## src/rtl/fb_fetch_agen.sv

```systemverilog
module fb_fetch_agen #(
  parameter int ADDR_W  = 32,
  parameter int DATA_W  = 32,
  parameter int SKIP_W  = 16,
  parameter int LINE_W  = 12,
  parameter int FRAME_W = 20,
  parameter int BURST   = 8,
  parameter int SPACE_W = 8,
  localparam int LEN_W  = $clog2(BURST + 1)
) (
  input  logic               clk,
  input  logic               rst_n,
  input  logic               en,
  input  logic               frame_start,
  input  logic               cfg_update,
  input  logic [ADDR_W-1:0]  cfg_base,
  input  logic [SKIP_W-1:0]  cfg_skip,
  input  logic [4:0]         cfg_bit_off,
  input  logic [LINE_W-1:0]  cfg_line_words,
  input  logic [FRAME_W-1:0] cfg_frame_words,
  output logic               mem_req,
  output logic [ADDR_W-1:0]  mem_addr,
  output logic [LEN_W-1:0]   mem_len,
  input  logic               mem_gnt,
  input  logic               mem_rvalid,
  input  logic [DATA_W-1:0]  mem_rdata,
  input  logic [SPACE_W-1:0] fifo_space,
  output logic               fifo_wr,
  output logic [DATA_W-1:0]  fifo_data,
  output logic [4:0]         fifo_bit_off,
  output logic               busy
);

  typedef enum logic [1:0] {S_IDLE, S_REQ, S_DATA} st_t;
  st_t st;

  logic [ADDR_W-1:0]  act_base, cur_addr;
  logic [SKIP_W-1:0]  act_skip;
  logic [4:0]         act_off;
  logic [LINE_W-1:0]  act_line, line_left;
  logic [FRAME_W-1:0] frame_left, span_c;
  logic [LEN_W-1:0]   len_c, rem;
  logic               run, upd_pend, start_pend;
  logic               take_start, issue, line_end;

  assign take_start = (frame_start || start_pend) && (st != S_REQ);
  assign issue      = (st == S_IDLE) && run && en && !take_start &&
                      (fifo_space >= SPACE_W'(BURST));
  assign span_c     = (FRAME_W'(line_left) < frame_left) ? FRAME_W'(line_left) : frame_left;
  assign len_c      = (span_c < FRAME_W'(BURST)) ? span_c[LEN_W-1:0] : LEN_W'(BURST);
  assign line_end   = (line_left == LINE_W'(len_c));

  assign mem_req  = (st == S_REQ);
  assign mem_addr = cur_addr & ~ADDR_W'(3);
  assign mem_len  = len_c;
  assign busy     = run || (st != S_IDLE);

  always_ff @(posedge clk or negedge rst_n) begin
    if (!rst_n) begin
      st           <= S_IDLE;
      act_base     <= '0;
      act_skip     <= '0;
      act_off      <= '0;
      act_line     <= '0;
      cur_addr     <= '0;
      line_left    <= '0;
      frame_left   <= '0;
      rem          <= '0;
      run          <= 1'b0;
      upd_pend     <= 1'b0;
      start_pend   <= 1'b0;
      fifo_wr      <= 1'b0;
      fifo_data    <= '0;
      fifo_bit_off <= '0;
    end else begin
      fifo_wr      <= mem_rvalid;
      fifo_data    <= mem_rdata;
      fifo_bit_off <= act_off;

      case (st)
        S_IDLE: if (issue) st <= S_REQ;
        S_REQ: if (mem_gnt) begin
          cur_addr   <= cur_addr + ADDR_W'({len_c, 2'b00}) +
                        (line_end ? ADDR_W'(act_skip) : '0);
          line_left  <= line_end ? act_line : line_left - LINE_W'(len_c);
          frame_left <= frame_left - FRAME_W'(len_c);
          if (frame_left == FRAME_W'(len_c)) run <= 1'b0;
          rem        <= len_c;
          st         <= S_DATA;
        end
        S_DATA: if (mem_rvalid) begin
          rem <= rem - 1'b1;
          if (rem == LEN_W'(1)) st <= S_IDLE;
        end
        default: st <= S_IDLE;
      endcase

      if (frame_start && st == S_REQ) start_pend <= 1'b1;

      if (take_start) begin
        start_pend <= 1'b0;
        if (upd_pend) begin
          act_base <= cfg_base;
          act_skip <= cfg_skip;
          act_off  <= cfg_bit_off;
          cur_addr <= cfg_base & ~ADDR_W'(3);
          upd_pend <= 1'b0;
        end else begin
          cur_addr <= act_base & ~ADDR_W'(3);
        end
        act_line   <= cfg_line_words;
        line_left  <= cfg_line_words;
        frame_left <= cfg_frame_words;
        run        <= en && (cfg_frame_words != '0) && (cfg_line_words != '0);
      end

      if (cfg_update) upd_pend <= 1'b1;
      if (!en) run <= 1'b0;
    end
  end

endmodule


```

## config.mk

```make
export PLATFORM = sky130hd
export DESIGN_NAME = fb_fetch_agen
export DESIGN_NICKNAME = d
export VERILOG_FILES = /design/src/rtl/fb_fetch_agen.sv
export SDC_FILE = /design/constraint.sdc
export NUM_CORES = 1
export LEC_CHECK = 0
export ABC_CLOCK_PERIOD_IN_PS = 5200
export BUFFER_PORTS_ARGS = -buffer_cell sky130_fd_sc_hd__buf_4
export CAP_MARGIN = 20
export CORE_MARGIN = 5
export CORE_UTILIZATION = 49
export CTS_BUF_LIST = sky130_fd_sc_hd__clkbuf_8 sky130_fd_sc_hd__clkbuf_16
export DETAILED_ROUTE_END_ITERATION = 12
export PLACE_DENSITY = 0.88
export SYNTH_ARGS = -nofsm -noshare
export SYNTH_HDL_FRONTEND = slang
export SYNTH_SLANG_ARGS = --single-unit
```

## constraint.sdc

```tcl
create_clock -name clk -period 5.2 [get_ports clk]
set_input_delay 0.52 -clock clk [delete_from_list [all_inputs] [get_ports clk]]
set_output_delay 0.52 -clock clk [all_outputs]
set_load 0.01 [all_outputs]
```

# Word level (Yosys, flattened, before mapping)
# Index checks and enable logic that the tools add are counted.
[word_totals]
regBits = 176
in_bits = 132
output_inout_bits = 76
[classes]
n_addsub = 5
n_lt_le_gt_ge = 3
eq_ne = 13
mux = 31
n_reduce_logical = 25
[op_table]
columns = ["cell", "n"]
rows = [
  ["2-to-1 mux 32 bit", 4],
  ["2-to-1 mux 20 bit", 4],
  ["2-to-1 mux 12 bit", 4],
  ["adder 32 x 16 -> 32 bit", 1],
  ["adder 32 x 6 -> 32 bit", 1],
  ["== test 20 x 4 -> 1 bit", 1],
  ["< comparator 12 x 20 -> 1 bit", 1],
  ["< comparator 20 x 4 -> 1 bit (second input constant)", 1],
  ["nonzero test 20 bit", 1],
  ["subtractor 20 x 4 -> 20 bit", 1],
  ["2-to-1 mux 16 bit", 1],
  ["== test 12 x 4 -> 1 bit", 1],
  ["2-to-1 mux 4 bit", 3],
  ["nonzero test 12 bit", 1],
  ["nonzero test 2 bit", 6],
  ["subtractor 12 x 4 -> 12 bit", 1],
  ["2-to-1 mux 1 bit", 9],
  ["inequality test 3 x 1 -> 1 bit (second input constant)", 3],
  ["greater-or-equal comparator 8 x 4 -> 1 bit (second input constant)", 1],
  ["logical AND 1 bit", 8],
  ["2-to-1 mux 2 bit", 4],
  ["one-hot mux 4 bit (2 select lines)", 1],
  ["inequality test 2 bit (second input constant)", 3],
  ["one-hot mux 2 bit (3 select lines)", 1],
  ["other kinds (11)", 15],
]

# Longest topological paths before layout
# Gate-level depths: netlist (run 1).
[depth]
depth_word = 10
depth_mapped = 25

# Worst setup path after synthesis (run 1)
# OpenSTA, ideal clock, no wires.
[synth_path]
kind = "reg-to-reg"
startpoint = "register frame_left[1]"
endpoint = "register cur_addr[31]"
arrival_time_ns = 5.313
slack_ns = -0.195
stages_incl_launch_ff = 22
n_path_buf = 1
period_less_slack_ns = 5.395
path_cell_list = "dfrtp_1 inv_1 ha_1 a21o_1 a211oi_1 o31a_1 nor4_1 mux2_2 ha_1 nand4_1 nor4_2 clkbuf_1 nand2_1 fa_1 fa_1 nand2b_1 a21oi_1 o211ai_1 nand3_1 nand2_1 or3_1 a31oi_1"
[synth_between]
elab_chain_cells = 10
[synth_lines]
columns = ["element", "line_no", "rtl"]
rows = [
  ["start: declaration", "41", "logic [FRAME_W-1:0] frame_left, span_c;"],
  ["start signal: assignment", "86", "frame_left <= frame_left - FRAME_W'(len_c);"],
  ["start signal: assignment", "113", "frame_left <= cfg_frame_words;"],
  ["< comparator 12 x 20 -> 1 bit", "49", "assign span_c = (FRAME_W'(line_left) < frame_left) ? FRAME_W'(line_left) : frame_left;"],
  ["2-to-1 mux 20 bit *", "49", ""],
  ["< comparator 20 x 4 -> 1 bit", "50", "assign len_c = (span_c < FRAME_W'(BURST)) ? span_c[LEN_W-1:0] : LEN_W'(BURST);"],
  ["2-to-1 mux 4 bit *", "50", ""],
  ["branches (longest 2 deep; another with adder 32 x 6 -> 32 bit)", "--", ""],
  ["adder 32 x 16 -> 32 bit *", "83", "cur_addr <= cur_addr + ADDR_W'({len_c, 2'b00}) +"],
  ["2-to-1 mux 32 bit *", "82", "S_REQ: if (mem_gnt) begin"],
  ["2-to-1 mux 32 bit *", "80", "case (st)"],
  ["2-to-1 mux 32 bit *", "100", "if (take_start) begin"],
  ["end signal: assignment", "83", ""],
  ["end signal: assignment", "106", "cur_addr <= cfg_base & ~ADDR_W'(3);"],
  ["end signal: assignment", "109", "cur_addr <= act_base & ~ADDR_W'(3);"],
  ["end: declaration", "37", "logic [ADDR_W-1:0] act_base, cur_addr;"],
]
# Every way passes the cells marked *. The select of a mux whose other input is x is not followed.
# A chain may end at the register's enable or synchronous reset.

# Final worst setup path (run 1)
[layout_path]
startpoint = "register line_left[1]"
endpoint = "register cur_addr[25]"
[layout_between]
elab_chain_cells = 10
[layout_lines]
columns = ["element", "line_no", "rtl"]
rows = [
  ["start: declaration", "40", "logic [LINE_W-1:0] act_line, line_left;"],
  ["start signal: assignment", "85", "line_left <= line_end ? act_line : line_left - LINE_W'(len_c);"],
  ["start signal: assignment", "112", "line_left <= cfg_line_words;"],
  ["branches (longest 6 deep; another with adder 32 x 6 -> 32 bit)", "--", ""],
  ["adder 32 x 16 -> 32 bit *", "83", ""],
  ["2-to-1 mux 32 bit *", "82", ""],
  ["2-to-1 mux 32 bit *", "80", ""],
  ["2-to-1 mux 32 bit *", "100", ""],
]
# Marked as above.

==> results of run 1 <==
per-stage QoR:
stage	utilization, %	setup TNS [ps]	setup WS, ps	hold WS [ps]	total power (W)
5_1_grt	65.2	-4040	-299	167	0.00520
3_3_place_gp	60.2	-7.64	-3.87	354	0.00345
4_1_cts	64.5	-20.7	-11.5	174	0.00487
6_report	65.2	-243	-60.1	148	0.00490
3_5_place_dp	60.2	-1300	-179	357	0.00353
2_1_floorplan	-	0	44.6	224	0.00296
registers in the layout (all words and copies together), names as in the netlist, 2 cells and up:
name,count
line_left,12
act_off,5
cur_addr,32
rem,4
fifo_bit_off,5
act_line,12
st,2
act_skip,16
act_base,30
frame_left,20
fifo_data,32
how the worst max path moves through the flow:
stage                  startpoint      endpoint  slack, ps  depth (start not counted)
floorplan            line_left[7]  cur_addr[31]         40                         19
global placement     line_left[7]  cur_addr[17]         -4                         23
detailed placement  frame_left[5]  cur_addr[31]       -180                         28
CTS                 frame_left[5]  cur_addr[21]        -10                         23
global route        frame_left[5]  cur_addr[25]       -300                         23
finish               line_left[1]  cur_addr[25]        -60                         24
cells in the mapped netlist, types with 10 or more instances:
cell      number
dfrtp_1      174
nand2_1      114
mux2_2        65
a21oi_1       59
ha_1          49
o21ai_0       47
inv_1         36
nor2_1        36
buf_4         32
clkbuf_1      26
xnor2_1       25
a211oi_1      23
nor2b_1       21
nor4_1        19
and2_1        16
nand3_1       14
nor3_1        14
nand4_1       11
xor2_1        11
a21o_1        10
o211ai_1      10
timing repair:
action | 4_1_cts | 5_1_grt
endpoints found under the hold margin | 0 | 0
cloned | 0 | 1
setup buffers | 5 | 3
hold buffers | 0 | 0
gates resized for setup | 32 | 23
pin swaps | 20 | 25
endpoints found under the setup margin | 16 | 21
power groups by stage:
stage	clock [W]	sequential, W	combinational (W)
finish	0.00126	0.00194	0.00170
global route	0.00135	0.00198	0.00187
CTS	0.00129	0.00193	0.00165
detailed placement	0	0.00195	0.00158
global placement	0	0.00193	0.00152
floorplan	0	0.00190	0.00106
logic make-up (layout without fill, tap and decap cells):
family	Yosys count	after routing	share of synthesized area [%]
AND/OR/NAND/NOR	284	284	14.9
buffers and inverters	106	331	5.57
multiplexers	74	74	8.68
other	1	2	0.0396
XOR/XNOR	36	36	3.33
AO/OA/AOI/OAI	204	204	13.6
flip-flops	174	174	46.0
adder cells (fa/ha/maj)	56	56	7.95
worst max-delay path: stages, from the launching register on:
cell,delay [ps]
dfrtp_1,390
ha_1,290
a21o_1,150
a211oi_2,80
o31a_1,310
nor4_4,260
buf_4,190
mux2_4,310
inv_1,80
ha_1,240
nand4_1,130
nor4_4,50
buf_6,140
buf_8,130
and2_4,150
fa_1,480
ha_4,290
o211ai_1,260
a21oi_4,60
o211ai_1,320
nand3_2,200
buf_4,190
nand4_1,110
xor2_1,190
a21oi_1,90
cell type report:
type	instances	area (um^2)	share of cell area, %
multi-input cells	656	4910	39.9
clock buffers	18	439	3.56
well taps	260	325	2.64
clock inverters	14	150	1.22
repair buffers	263	2010	16.3
flip-flops and latches	174	4360	35.3
inverters	36	135	1.10
per-layer routing:
metal  global-route usage, %  share of wire, %  wire length [um]
met1                    30.1                43             10900
met2                    38.2                48             12300
met3                    6.05               6.7              1720
met4                    7.05               2.6               657
met5                       0             0.035                 9
==> impl_metrics.tcl, run 1 <==
set metrics [dict create \
    status "finished, violations left" \
    violations "setup timing" \
    root_buffer "clkbuf_16" \
    gp_congestion 0.891 \
    place.detailed.hpwl_um 18100 \
    nets 1336 \
    synth_seq_area_share_pct 46.0 \
    r2r_setup_slack_ps -60 \
    numCtsBuffers 17 \
    fin_area_um2 12300 \
    dieArea_um2 22200 \
    worstPathMaxFanout 7 \
    final_cell_mix "buf_4, dfrtp_1, nand2_1" \
    grt_pass1_vias 8252 \
    synth-edff-count 0 \
    grt_usage_pct 23.2 \
    layout_min_cycle_time_ps 5260 \
    pwr-share-clk_pct 25.8 \
    antennaDiodeCount 0 \
    pin_count 208 \
    ant_nets 0 \
    worst_pin_slew_ps 1060 \
    yosysWarnings 0 \
    internal_power_w 0.00316 \
    r2r_end "cur_addr[25]" \
    synth_area_leaders "dfrtp_1, mux2_2, ha_1" \
    synth_flop_cell "dfrtp_1" \
    final_cell_count_no_fill 1421 \
    clk_latency_ps 430 \
    cp.required_ps 5480 \
    nFillCells 1465 \
    grt_pass1_wl_um 41900 \
    clk_path_buf_depth 2 \
    synth_area_um2 9470 \
    reg2reg_from "line_left[1]" \
    cts_tree "yes" \
    placed_area_um2 11400 \
    critPathLaunchType "flip-flop" \
    drive_gt1_share_pct 35.7 \
    hold_path.class "primary input to asynchronous set/reset pin" \
    setup_viol 7 \
    pwr-share-comb_pct 34.6 \
    synthToLayoutAreaGrowth_pct 30.1 \
    rsz0062_at_grt "yes" \
    first_pass_iters 6 \
    layout_commonest_cell "buf_4" \
    routed_via_density 5.68 \
    grt_overflow_total 0 \
    synth_top_area_cell "dfrtp_1" \
    die_w_um 149 \
    async_flop_share_pct 100 \
    antenna_found_initial 1 \
    synth.distinct_cells 60 \
    maxSlewViolCount 0 \
    htreeDepth 4 \
    routed_wl_um 25600 \
    p_sw_w 0.00174 \
    core-area_um2 18900 \
    dp.cells 1381 \
    p_leak_nw 5.60 \
    clk_pin_slew_ps 80 \
    synthCells 935 \
    worstSetupEndpointType "flip-flop" \
    r2r_cells 24 \
    switching_share_pct 35.5 \
    grt_max_degree 95 \
    die_y_um 149 \
    max-slew-margin-rel_pct 28.9 \
    synth_top_area_share_pct 46.0 \
    vias 8067 \
    fin_crit_sh_pct 101 \
    avgSynthCellArea_um2 10.1 \
    drtIter0Drc 437 \
    finalWorstSetupSlack_ps -60.1 \
    worst-setup-path-type "flip-flop to flip-flop" \
    routedWlPerCell_um 18.0 \
    fmax_mhz 190 \
    fin_worst_skew_ps 13.6 \
    power_frac_seq_pct 39.6 \
    core.rowCount 50 \
    maxCapViolations 0 \
    crit_arrival_ps 5540 \
    initial_core_util_pct 50.1 \
    power_density_nw_per_um2 398 \
    numClockSinks 174 \
    hold_violations 0 \
    irDropWorstVdd_mv 0.252 \
    synth_seq_cells 174 \
    place.port_buffers 200 \
    drc_errors 0 \
]
Power figures use the tool's default switching activity.
==> inputs of run 2 (changes only) <==
--- a/config.mk
+++ b/config.mk
@@ -8,11 +8,13 @@
 export ABC_CLOCK_PERIOD_IN_PS = 5200
 export BUFFER_PORTS_ARGS = -buffer_cell sky130_fd_sc_hd__buf_4
 export CAP_MARGIN = 20
+export CELL_PAD_IN_SITES_DETAIL_PLACEMENT = 1
+export CELL_PAD_IN_SITES_GLOBAL_PLACEMENT = 2
 export CORE_MARGIN = 5
-export CORE_UTILIZATION = 49
+export CORE_UTILIZATION = 31
 export CTS_BUF_LIST = sky130_fd_sc_hd__clkbuf_8 sky130_fd_sc_hd__clkbuf_16
 export DETAILED_ROUTE_END_ITERATION = 12
-export PLACE_DENSITY = 0.88
+export PLACE_DENSITY = 0.89
 export SYNTH_ARGS = -nofsm -noshare
 export SYNTH_HDL_FRONTEND = slang
 export SYNTH_SLANG_ARGS = --single-unit
==> run 2 against run 1 <==
Compared with the run above: the flow still finishes with violations (setup timing); worst hold slack worse by 3.1 ps; via count down 1.7%; wire length up 12%; combinational power up 4%; global-route usage down 6.3 points; highest routed layer is now met4.
==> impl_metrics.tcl, run 2 (synthesized netlist as in run 1, its figures left out) <==
set metrics [dict create \
    violations "setup timing" \
    cts_tree "yes" \
    fin_area_um2 12700 \
    grt_usage_pct 16.9 \
    grt_pass1_vias 8823 \
    p_leak_nw 5.69 \
    initial_core_util_pct 31.2 \
    core-area_um2 30300 \
    maxSlewViolCount 0 \
    max-slew-margin-rel_pct 32.1 \
    worstPathMaxFanout 8 \
    core.rowCount 64 \
    synthToLayoutAreaGrowth_pct 34.0 \
    maxCapViolations 0 \
    finalWorstSetupSlack_ps -40.6 \
    layout_commonest_cell "buf_4" \
    status "finished, violations left" \
    antennaDiodeCount 0 \
    slowest_delay_ps 530 \
    critPathLaunchType "flip-flop" \
    drive_gt1_share_pct 38.0 \
    rsz0062_at_grt "yes" \
    layout_min_cycle_time_ps 5240 \
    nets 1349 \
    routed_via_density 5.05 \
    grt_pass1_wl_um 46200 \
    setup_viol 6 \
    grt_max_degree 86 \
    worst_pin_slew_ps 1010 \
    hold_path.class "primary input to asynchronous set/reset pin" \
    first_pass_iters 5 \
    r2r_cells 24 \
    power_density_nw_per_um2 392 \
    top_regs "cur_addr (32), fifo_data (32), act_base (30)" \
    dieArea_um2 34100 \
    irDropWorstVdd_mv 0.227 \
    drtIter0Drc 331 \
    total_power_w 0.00497 \
    critPathSlowestCell "fa_1" \
    clk_pin_slew_ps 70 \
    numCtsBuffers 17 \
    place.port_buffers 200 \
    clk_path_buf_depth 2 \
    grt_overflow_total 0 \
    hold_violations 0 \
    antenna_found_initial 0 \
    routed_wl_um 28800 \
    hold_ws_ps 145 \
    cp.required_ps 5490 \
    crit_arrival_ps 5530 \
    place.detailed.hpwl_um 20800 \
    fin_crit_sh_pct 101 \
    drc_errors 0 \
    fin_worst_skew_ps 14.2 \
    worst-setup-path-type "flip-flop to flip-flop" \
    numClockSinks 174 \
    utilization_pct 41.8 \
    vias 7930 \
    ant_nets 0 \
    htreeDepth 4 \
    dp.cells 1524 \
    fmax_mhz 191 \
    die_y_um 185 \
    worstSetupEndpointType "flip-flop" \
    gp_congestion 0.815 \
    clk_latency_ps 450 \
    crit_path_frequent_cell "buf_6" \
    routedWlPerCell_um 18.3 \
    final_cell_mix "buf_4, dfrtp_1, nand2_1" \
    root_buffer "clkbuf_16" \
    path_cells "buf_6 -> or3_4 -> or4_4 -> nor4_4 -> buf_4 -> nand2_1 -> mux2_4 -> ha_4 -> nand4_1 -> nor4_4 -> buf_6 -> nand2_4 -> fa_1 -> inv_1 -> ha_1 -> a21o_1 -> nand4_1 -> a21oi_2 -> o211ai_1 -> buf_4 -> buf_6 -> a21oi_2 -> xnor2_1 -> a21oi_1" \
    final_cell_count_no_fill 1570 \
    die_w_um 185 \
    pin_count 208 \
    placed_area_um2 11600 \
]
==> run 2: critical path: cells and delay by family, from the launching register on <==
| family | cells | cell delay (ps) |
|---|---|---|
| mux | 1 | 300 |
| simple gates | 8 | 1560 |
| compound gates | 5 | 730 |
| fa+ha+maj | 3 | 1080 |
| flops | 1 | 390 |
| xor+xnor | 1 | 130 |
| buf+inv | 6 | 880 |
==> run 2: layout make-up <==
type                            count  area [um^2]
Sequential cell                   174         4360
Clock buffer                       19          453
Multi-Input combinational cell    656         5040
Fill cell                        3403        17700
Timing Repair Buffer              276         2100
Tap cell                          396          495
Clock inverter                     13          113
Inverter                           36          135
==> run 2: timing repair <==
action | 4_1_cts | 5_1_grt
setup buffers | 10 | 5
pin swaps | 30 | 15
resized for setup | 64 | 17
hold buffers | 0 | 0
hold endpoints to repair | 0 | 0
endpoints found under the setup margin | 20 | 24
==> run 2: final timing paths <==
kind | slack, ps | to | startpoint
setup / recovery | -40 | cur_addr[22] | line_left[5]
hold / removal | 150 | act_base[28] | rst_n
setup reg to reg | -40 | cur_addr[22] | line_left[5]
hold reg to reg | 370 | fifo_bit_off[0] | act_off[0]
max in group asynchronous | 3750 | fifo_data[7] | rst_n
min in group clk | 180 | fifo_data[13] | mem_rdata[13]
==> run 2: per-stage QoR <==
stage,setup slack (ps),setup TNS [ps]
finish,-40.6,-158
global route,-287,-2950
CTS,-183,-1460
detailed placement,-402,-4090
global placement,-137,-1050
floorplan,44.6,0
==> run 2: per-layer routing <==
metal  track usage [%]  wire (um)  share of wire [%]  vias to the layer above
met1              21.3      12600                 44                     3988
met3              5.50       1880                6.5                       29
li1                  -          -                  -                     3736
met2              28.2      13900                 48                      177
met5                 0          0                  0                        -
met4              4.49        424                1.5                        0
==> run 2: where the power goes <==
part	leakage (nW)	internal (W)	switching, W
clock	0.276	0.000687	0.000584
sequential	2.05	0.00168	0.000258
combinational	3.37	0.000873	0.000892
total	5.69	0.00324	0.00174
